## config.mk

```make
export PLATFORM = sky130hd
export DESIGN_NAME = xsp_top
export DESIGN_NICKNAME = d
export VERILOG_FILES = /design/src/rtl/xsp_pkg.sv /design/src/rtl/xsp_ctrl.sv /design/src/rtl/xsp_seq.sv /design/src/rtl/xsp_pinmux.sv /design/src/rtl/xsp_top.sv
export SDC_FILE = /design/constraint.sdc
export NUM_CORES = 1
export LEC_CHECK = 0
export ABC_AREA = 1
export BUFFER_PORTS_ARGS = -buffer_cell sky130_fd_sc_hd__clkbuf_2
export CAP_MARGIN = 20
export CORE_MARGIN = 5
export CORE_UTILIZATION = 47
export CTS_CLUSTER_SIZE = 14
export DETAILED_ROUTE_END_ITERATION = 8
export GPL_TIMING_DRIVEN = 0
export PLACE_DENSITY = 0.86
export SYNTH_ARGS = -nofsm -noshare
export SYNTH_HDL_FRONTEND = slang
export SYNTH_SLANG_ARGS = --single-unit
```

## constraint.sdc

```tcl
create_clock -name clk -period 1.7 [get_ports clk]
set_input_delay 0.51 -clock clk [delete_from_list [all_inputs] [get_ports clk]]
set_output_delay 0.51 -clock clk [all_outputs]
set_load 0.1 [all_outputs]
```

## src/rtl/xsp_pkg.sv

```systemverilog
package xsp_pkg;
  typedef enum logic [1:0] {
    PH_IDLE  = 2'd0,
    PH_SETUP = 2'd1,
    PH_HOLD  = 2'd2
  } phase_t;

  localparam int ENA_BIT  = 7;
  localparam int SPD_BIT  = 6;
  localparam int NRDY_BIT = 5;
endpackage

```

## src/rtl/xsp_ctrl.sv

```systemverilog
module xsp_ctrl
  import xsp_pkg::*;
#(
  parameter int ADDR_W   = 4,
  parameter int REG_ADDR = 0
) (
  input  logic              clk,
  input  logic              rst,
  input  logic              wr_en,
  input  logic [ADDR_W-1:0] wr_addr,
  input  logic [7:0]        wr_data,
  input  logic              busy,
  output logic              enable_q,
  output logic              speed_q,
  output logic              start,
  output logic              start_spd,
  output logic              abort
);
  localparam logic [ADDR_W-1:0] HIT_ADDR = ADDR_W'(REG_ADDR);

  logic hit;
  assign hit       = wr_en && (wr_addr == HIT_ADDR);
  assign start     = hit && !busy && wr_data[ENA_BIT] && !wr_data[NRDY_BIT];
  assign abort     = hit && busy && !wr_data[ENA_BIT];
  assign start_spd = wr_data[SPD_BIT];

  always_ff @(posedge clk) begin
    if (rst) begin
      enable_q <= 1'b0;
      speed_q  <= 1'b0;
    end else if (hit) begin
      if (!busy) begin
        enable_q <= wr_data[ENA_BIT];
        speed_q  <= wr_data[SPD_BIT];
      end else if (!wr_data[ENA_BIT]) begin
        enable_q <= 1'b0;
      end
    end
  end

  AST_BUSY_NEEDS_ENABLE: assert property (@(posedge clk) disable iff (rst)
    busy |-> enable_q);

  AST_SPEED_FROZEN: assert property (@(posedge clk) disable iff (rst)
    (busy && $past(busy)) |-> $stable(speed_q));
endmodule

```

## src/rtl/xsp_seq.sv

```systemverilog
module xsp_seq
  import xsp_pkg::*;
#(
  parameter int SETUP_CYC = 6,
  parameter int HOLD_CYC  = 4
) (
  input  logic clk,
  input  logic rst,
  input  logic start,
  input  logic start_spd,
  input  logic abort,
  output logic busy,
  output logic seq_tx,
  output logic seq_mode
);
  localparam int MAX_CYC = (SETUP_CYC > HOLD_CYC) ? SETUP_CYC : HOLD_CYC;
  localparam int CNT_W   = (MAX_CYC > 1) ? $clog2(MAX_CYC) : 1;
  localparam logic [CNT_W-1:0] SETUP_LAST = CNT_W'(SETUP_CYC - 1);
  localparam logic [CNT_W-1:0] HOLD_LAST  = CNT_W'(HOLD_CYC - 1);

  phase_t           phase;
  logic [CNT_W-1:0] cnt;
  logic             spd;

  always_ff @(posedge clk) begin
    if (rst) begin
      phase <= PH_IDLE;
      cnt   <= '0;
      spd   <= 1'b0;
    end else if (abort) begin
      phase <= PH_IDLE;
      cnt   <= '0;
    end else begin
      unique case (phase)
        PH_IDLE: begin
          if (start) begin
            phase <= PH_SETUP;
            cnt   <= '0;
            spd   <= start_spd;
          end
        end
        PH_SETUP: begin
          if (cnt == SETUP_LAST) begin
            phase <= PH_HOLD;
            cnt   <= '0;
          end else begin
            cnt <= cnt + 1'b1;
          end
        end
        PH_HOLD: begin
          if (cnt == HOLD_LAST) begin
            phase <= PH_IDLE;
            cnt   <= '0;
          end else begin
            cnt <= cnt + 1'b1;
          end
        end
        default: begin
          phase <= PH_IDLE;
          cnt   <= '0;
        end
      endcase
    end
  end

  assign busy     = (phase != PH_IDLE);
  assign seq_tx   = spd;
  assign seq_mode = (phase == PH_SETUP);

  AST_HOLD_AFTER_SETUP: assert property (@(posedge clk) disable iff (rst)
    (phase == PH_HOLD) |-> ($past(phase) != PH_IDLE));

  AST_SPEED_STABLE: assert property (@(posedge clk) disable iff (rst)
    (busy && $past(busy)) |-> $stable(seq_tx));

  AST_END_FROM_HOLD: assert property (@(posedge clk) disable iff (rst)
    $fell(busy) |-> (($past(phase) == PH_HOLD) || $past(abort)));
endmodule

```

## src/rtl/xsp_pinmux.sv

```systemverilog
module xsp_pinmux (
  input  logic clk,
  input  logic rst,
  input  logic busy,
  input  logic seq_tx,
  input  logic seq_mode,
  input  logic tx_in,
  input  logic gp_in,
  output logic tx_pin,
  output logic irmode_pin
);
  always_ff @(posedge clk) begin
    if (rst) begin
      tx_pin     <= 1'b0;
      irmode_pin <= 1'b0;
    end else if (busy) begin
      tx_pin     <= seq_tx;
      irmode_pin <= seq_mode;
    end else begin
      tx_pin     <= tx_in;
      irmode_pin <= gp_in;
    end
  end

  AST_IDLE_TX_PASS: assert property (@(posedge clk) disable iff (rst)
    !busy |=> (tx_pin == $past(tx_in)));

  AST_IDLE_MODE_PASS: assert property (@(posedge clk) disable iff (rst)
    !busy |=> (irmode_pin == $past(gp_in)));

  AST_PROG_TX_STEADY: assert property (@(posedge clk) disable iff (rst)
    (busy && $past(busy)) |=> $stable(tx_pin));
endmodule

```

## src/rtl/xsp_top.sv

```systemverilog
module xsp_top
  import xsp_pkg::*;
#(
  parameter int ADDR_W    = 4,
  parameter int REG_ADDR  = 0,
  parameter int SETUP_CYC = 6,
  parameter int HOLD_CYC  = 4
) (
  input  logic              clk,
  input  logic              rst,
  input  logic              wr_en,
  input  logic [ADDR_W-1:0] wr_addr,
  input  logic [7:0]        wr_data,
  input  logic              tx_data_in,
  input  logic              gp_mode_in,
  output logic              tx_pin,
  output logic              irmode_pin,
  output logic [2:0]        ctrl_rd
);
  logic enable_q, speed_q, start, start_spd, abort;
  logic busy, seq_tx, seq_mode;

  xsp_ctrl #(
    .ADDR_W   (ADDR_W),
    .REG_ADDR (REG_ADDR)
  ) u_ctrl (
    .clk       (clk),
    .rst       (rst),
    .wr_en     (wr_en),
    .wr_addr   (wr_addr),
    .wr_data   (wr_data),
    .busy      (busy),
    .enable_q  (enable_q),
    .speed_q   (speed_q),
    .start     (start),
    .start_spd (start_spd),
    .abort     (abort)
  );

  xsp_seq #(
    .SETUP_CYC (SETUP_CYC),
    .HOLD_CYC  (HOLD_CYC)
  ) u_seq (
    .clk       (clk),
    .rst       (rst),
    .start     (start),
    .start_spd (start_spd),
    .abort     (abort),
    .busy      (busy),
    .seq_tx    (seq_tx),
    .seq_mode  (seq_mode)
  );

  xsp_pinmux u_pinmux (
    .clk        (clk),
    .rst        (rst),
    .busy       (busy),
    .seq_tx     (seq_tx),
    .seq_mode   (seq_mode),
    .tx_in      (tx_data_in),
    .gp_in      (gp_mode_in),
    .tx_pin     (tx_pin),
    .irmode_pin (irmode_pin)
  );

  assign ctrl_rd = {enable_q, speed_q, ~busy};

  AST_START_ONLY_BY_WRITE: assert property (@(posedge clk) disable iff (rst)
    $rose(busy) |-> $past(wr_en && wr_data[ENA_BIT] && !wr_data[NRDY_BIT]));

  AST_ABORT_CLEARS_ENABLE: assert property (@(posedge clk) disable iff (rst)
    abort |=> (!busy && !enable_q));
endmodule

```

== Word level (Yosys, flattened, before mapping) ==
Index checks and enable logic that the tools add are counted.

* Bitwise gates (word level): 2
* Muxes and demuxes: 12
* Reduce and logical (&&, ||, !) cells: 17
* $add $sub $neg: 1
* Equality and inequality tests: 8

{| class="wikitable"
|+ Operators with widths
! cell !! number
|-
| $mux W3 || 3
|-
| $pmux W3 S3 || 1
|-
| $logic_and A1 B1 Y1 || 6
|-
| $mux W2 || 3
|-
| $ne A2 B2 Y1 const B || 3
|-
| $pmux W2 S3 || 1
|-
| $reduce_and A3 Y1 || 2
|-
| $logic_not A4 Y1 || 1
|-
| $mux W1 || 4
|-
| $reduce_and A2 Y1 || 2
|-
| $add A3 B1 Y3 const B || 1
|-
| $eq A3 B2 Y1 const B || 1
|-
| $eq A3 B3 Y1 const B || 1
|-
| $logic_not A1 Y1 || 3
|-
| $eq A2 B1 Y1 const B || 1
|-
| $eq A2 B2 Y1 const B || 1
|-
| $logic_not A2 Y1 || 1
|-
| $ne A2 B1 Y1 const B || 1
|-
| $not A1 Y1 || 2
|-
| $reduce_bool A2 Y1 || 1
|-
| $reduce_or A2 Y1 || 1
|}

* Logic and storage cells: 47
* Bits in registers: 10

== Depth between registers and ports, before layout ==
* Depth after elaboration: 7
* Mapped depth: 9
* Depth with buffers taken out: 9

== By module ==
Synthesis repeated with hierarchy kept, for this count alone.

* Cell total of the unflattened synthesis: 101
* Area, all modules: 683.2 µm²

{| class="wikitable"
|+ Modules (own cells, without submodules)
! module !! seq. area each (µm²) !! area an instance (µm²) !! instances !! cells an instance
|-
| xsp_seq || 120.1 || 439.2 || 1 || 61
|-
| xsp_ctrl || 40.0 || 143.9 || 1 || 24
|-
| xsp_pinmux || 40.0 || 81.3 || 1 || 13
|-
| xsp_top || 0.0 || 18.8 || 1 || 3
|}

== Worst setup path after synthesis ==
Ideal clock, no wire load.

* Path type: reg-to-reg
* Start point: reg u_seq.phase[0]
* End point: reg u_seq.cnt[2]
* Path slack: -0.257 ns
* Path buffers: 0
* Data required time: 1.630 ns
* Cell stages (with the launch flop): 7
* Period minus slack after synthesis: 1.957 ns
* Data arrival time: 1.887 ns
* Cells stage by stage: dfxtp_1 inv_1 ha_1 inv_2 o21ai_0 inv_1 a21oi_1

* Cells in the longest elaborated chain, start to end: 6

{| class="wikitable"
|+ Ends and longest elaborated chain
! element !! line !! source
|-
| start, declared || xsp_seq.sv:21 || <nowiki>phase_t phase;</nowiki>
|-
| start signal, assigned || xsp_seq.sv:27 || <nowiki>phase <= PH_IDLE;</nowiki>
|-
| start signal, assigned || xsp_seq.sv:31 || <nowiki>phase <= PH_IDLE;</nowiki>
|-
| start signal, assigned || xsp_seq.sv:37 || <nowiki>phase <= PH_SETUP;</nowiki>
|-
| $reduce_bool A2 Y1 || xsp_seq.sv:66 || <nowiki>assign busy = (phase != PH_IDLE);</nowiki>
|-
| $logic_not A1 Y1 || xsp_ctrl.sv:23 || <nowiki>assign start = hit && !busy && wr_data[ENA_BIT] && !wr_data[NRDY_BIT];</nowiki>
|-
| $logic_and A1 B1 Y1 (3 in a row) || xsp_ctrl.sv:23 ||
|-
| $ne A2 B2 Y1 (no line) || -- ||
|-
| end signal, assigned || xsp_seq.sv:47 || <nowiki>cnt <= cnt + 1'b1;</nowiki>
|-
| end signal, assigned || xsp_seq.sv:55 || <nowiki>cnt <= cnt + 1'b1;</nowiki>
|-
| end, declared || xsp_seq.sv:22 || <nowiki>logic [CNT_W-1:0] cnt;</nowiki>
|}

Several ways; a longest one is shown, not always the timed one.
A chain may end at the register's enable or synchronous reset.

== Final worst setup path ==
* Start point: reg u_seq.phase[0]
* End point: out ctrl_rd[0]

* Cells in the longest elaborated chain, start to end: 2

{| class="wikitable"
|+ Ends and longest elaborated chain
! element !! line !! source
|-
| $reduce_bool A2 Y1 || xsp_seq.sv:66 ||
|-
| $not A1 Y1 (no line) || -- ||
|-
| end, declared || xsp_top.sv:18 || <nowiki>output logic [2:0] ctrl_rd</nowiki>
|}

No other way between the ends.

==> results.md <==
* Status: finished clean
* Min-delay worst type: in -> reg
* Worst path max stage delay at 0.32 ns
* GRT Residual Overflow at 0
* Clock Tree Buf Depth at 2
* Via count at 577
* Syn_nets at 104
* Nets at 125
* IO Count at 22
* # diodes at 0
* Clock buffer count from CTS at 3
* Post-layout minimum cycle time at 1.64 ns
* Post-Syn Area at 626 µm²
* Layout Skew at 0.00221 ns
* Int Pwr at 0.000406 W
* Tightest Pin Transition at 0.542 ns
* Largest net degree at the start of global routing at 8
* First-pass GRT wire length at 1880 µm
* Die ar. at 2160 µm²
* Avg Cell Area, Syn at 7.82 µm²
* Vias in the first global route at 496
* Setup TNS at 0 ns
* Post-DP HPWL at 960 µm
* Slew Limit Headroom at 64.0%
* Mapped Cells at 80
* Layout area overhead at 24.4%
* Drt initial violations at 7
* Synth Register Bits at 10
* # setup viols final at 0
* Fillers at 112
* Total wire length at 1190 µm
* Synth cell types at 17
* Buffer count from post-CTS setup fixing at 0
* Worst path top cell family by delay: flip-flops
* Post-DP Area at 727 µm²
* Combinational power share at 17.6%
* Flop-to-flop setup slack at 0.22 ns
* Endpoint type of the worst setup path: primary output
* Clock Sinks at 10
* Port Buffer Count at 16
* Slowest cell on crit path: dfxtp_1
* Slew Viols, Final at 0
* CP max FO at 5
* Initial core utilization at 48.7%
* Sequential Power Share at 43.8%
* Die W at 46.5 µm
* Core area at 1280 µm²
* Clock Latency Late Sink at 0.27 ns
* CTS tree: done
* Clock power share at 38.6%
* Gr usage total at 12.8%
* CP bufs+invs at 2
* Peak supply drop at 0.510 mV
* Share of the yosys chip area belonging to registers at 32.0%
* Root Buffer: clkbuf_4
* Worst endpoint required time at 1.19 ns
* Fin crit share at 96.4%
* Number of vias per cell at 5.02
* FMAX at 610 MHz
* Initial antenna violation count at 0
* Placed cells at 111
* Power density of the placed cells at 729 nW/µm²
* CTS H-tree depth at 1
* Cell Rows at 13
* CTS clk-pin slew, worst paths at 0.07 ns
* Die height at 46.5 µm
* Yosys warnings at 0
* Gpl congestion at 0.841
* CP startpoint kind: flip-flop
* DRC Markers at 0
* Switching power at 0.000162 W
* First-pass detailed-route iteration total at 4
* CP Cell Sequence: inv_1 -> ha_2 -> buf_12
* Sw frac at 28.5%
* WL/cell at 10.3 µm
* Final Cell Area at 778 µm²
* Hold Vio Cnt, Final at 0
* RSZ-0062 raised after global routing: false
* Final core utilization at 60.6%
* Arrival time at the worst endpoint at 1.13 ns
* Critical path class: reg -> out
* MaxCap Viol Count at 0
* Leak at 0.343 nW
* Non-filler cells, final at 115
* Layout cells sized above 1 at 32.0%
* Antenna-violating nets left at 0
-- path summary, 6_finish.rpt --
| kind | from | endpoint | cells past startpoint |
|---|---|---|---|
| worst min-delay path | rst | u_ctrl.speed_q$_SDFFE_PP0P_ | 2 |
| worst max register to register | u_seq.phase[0]$_SDFFE_PP0P_ | u_seq.phase[0]$_SDFFE_PP0P_ | 6 |
| worst min register to register | u_seq.seq_tx$_SDFFE_PP0P_ | u_seq.seq_tx$_SDFFE_PP0P_ | 2 |
| worst max-delay path | u_seq.phase[0]$_SDFFE_PP0P_ | ctrl_rd[0] | 3 |
-- cell usage in the layout (no fill, tap or decap) --
cell type | netlist | final
a21oi_1 | 5 | 5
buf_12 | 0 | 1
buf_2 | 0 | 1
buf_4 | 2 | 2
clkbuf_2 | 0 | 14
clkbuf_4 | 0 | 3
clkbuf_8 | 0 | 1
dfxtp_1 | 10 | 10
ha_1 | 7 | 6
ha_2 | 0 | 1
inv_1 | 10 | 10
inv_2 | 2 | 2
nand2_1 | 14 | 14
nand3_1 | 4 | 4
nand3_2 | 1 | 1
nand3_4 | 1 | 1
nand3b_1 | 2 | 2
nand4_1 | 1 | 1
nor2_1 | 10 | 10
nor2_4 | 4 | 4
o21ai_0 | 5 | 5
o21ai_1 | 1 | 1
o21bai_4 | 1 | 1
-- state kept, by name, summed over array words and instances, names as in the netlist --
register	cells
u_seq.seq_tx	1
u_seq.phase	2
u_pinmux.irmode_pin	1
u_pinmux.tx_pin	1
u_seq.cnt	3
u_ctrl.enable_q	1
u_ctrl.speed_q	1
-- routing by layer --
layer,share of wire [%],vias to the layer above,GRT usage [%]
met5,0,-,0
met1,38,258,12.1
met3,12,2,6.25
met4,1.1,0,6.82
met2,48,24,22.3
li1,-,293,-
-- per-stage QoR --
stage               setup WS [ns]  power, W  hold WS, ns
finish                     0.0620  0.000567        0.448
detailed placement          0.106  0.000352        0.458
floorplan                  0.0918  0.000324        0.430
CTS                       0.00784  0.000573        0.437
global placement            0.110  0.000350        0.448
global route               0.0130  0.000592        0.445
-- power groups by stage --
stage	registers (W)	logic (W)	clock network, W
CTS	0.000248	0.0000999	0.000225
finish	0.000248	0.000100	0.000219
global route	0.000249	0.000109	0.000233
detailed placement	0.000254	0.0000985	0
floorplan	0.000274	0.0000493	0
global placement	0.000253	0.0000967	0
-- worst register-to-register path, delay by kind of cell (launching register included) --
kind | cells | cell delay [ns]
compound gates | 2 | 0.53
fa+ha+maj | 1 | 0.26
buf+inv | 3 | 0.31
flops | 1 | 0.32
-- area by class of cell --
class                      instances  area, µm²  area share (%)
timing repair buffer              16       95.1            12.2
sequential                        10        200            25.7
buffer                             2       15.0            1.93
tap                               15       18.8            2.41
inverter                          12       45.0            5.79
multi-input combinational         56        368            47.3
clock buffer                       4       36.3            4.66
-- Yosys cell counts --
cell	count	area, µm²
nand2_1	14	52.6
nand3_2	1	10.0
ha_1	7	87.6
o21ai_1	1	5.00
dfxtp_1	10	200
o21bai_4	1	18.8
nand3b_1	2	15.0
o21ai_0	5	25.0
a21oi_1	5	25.0
nand4_1	1	6.26
nand3_4	1	17.5
nand3_1	4	20.0
inv_2	2	7.51
inv_1	10	37.5
nor2_4	4	45.0
nor2_1	10	37.5
buf_4	2	15.0
-- logic make-up (layout without fill, tap and decap cells) --
kind of cell | count (synthesis) | in the layout | synth area share, %
and+or+nand+nor | 37 | 37 | 32.6
buffers and inverters | 14 | 34 | 9.60
AOI/OAI and AO/OA | 12 | 12 | 11.8
DFF | 10 | 10 | 32.0
adders and majority gates | 7 | 7 | 14.0
-- timing repair --
action	in CTS	in global routing
gates cloned	0	0
setup endpoints to repair	1	2
hold endpoints to repair	0	0
hold buffers	0	0
gates resized for setup	2	3
No activity file was read; power rests on OpenSTA's default activity.
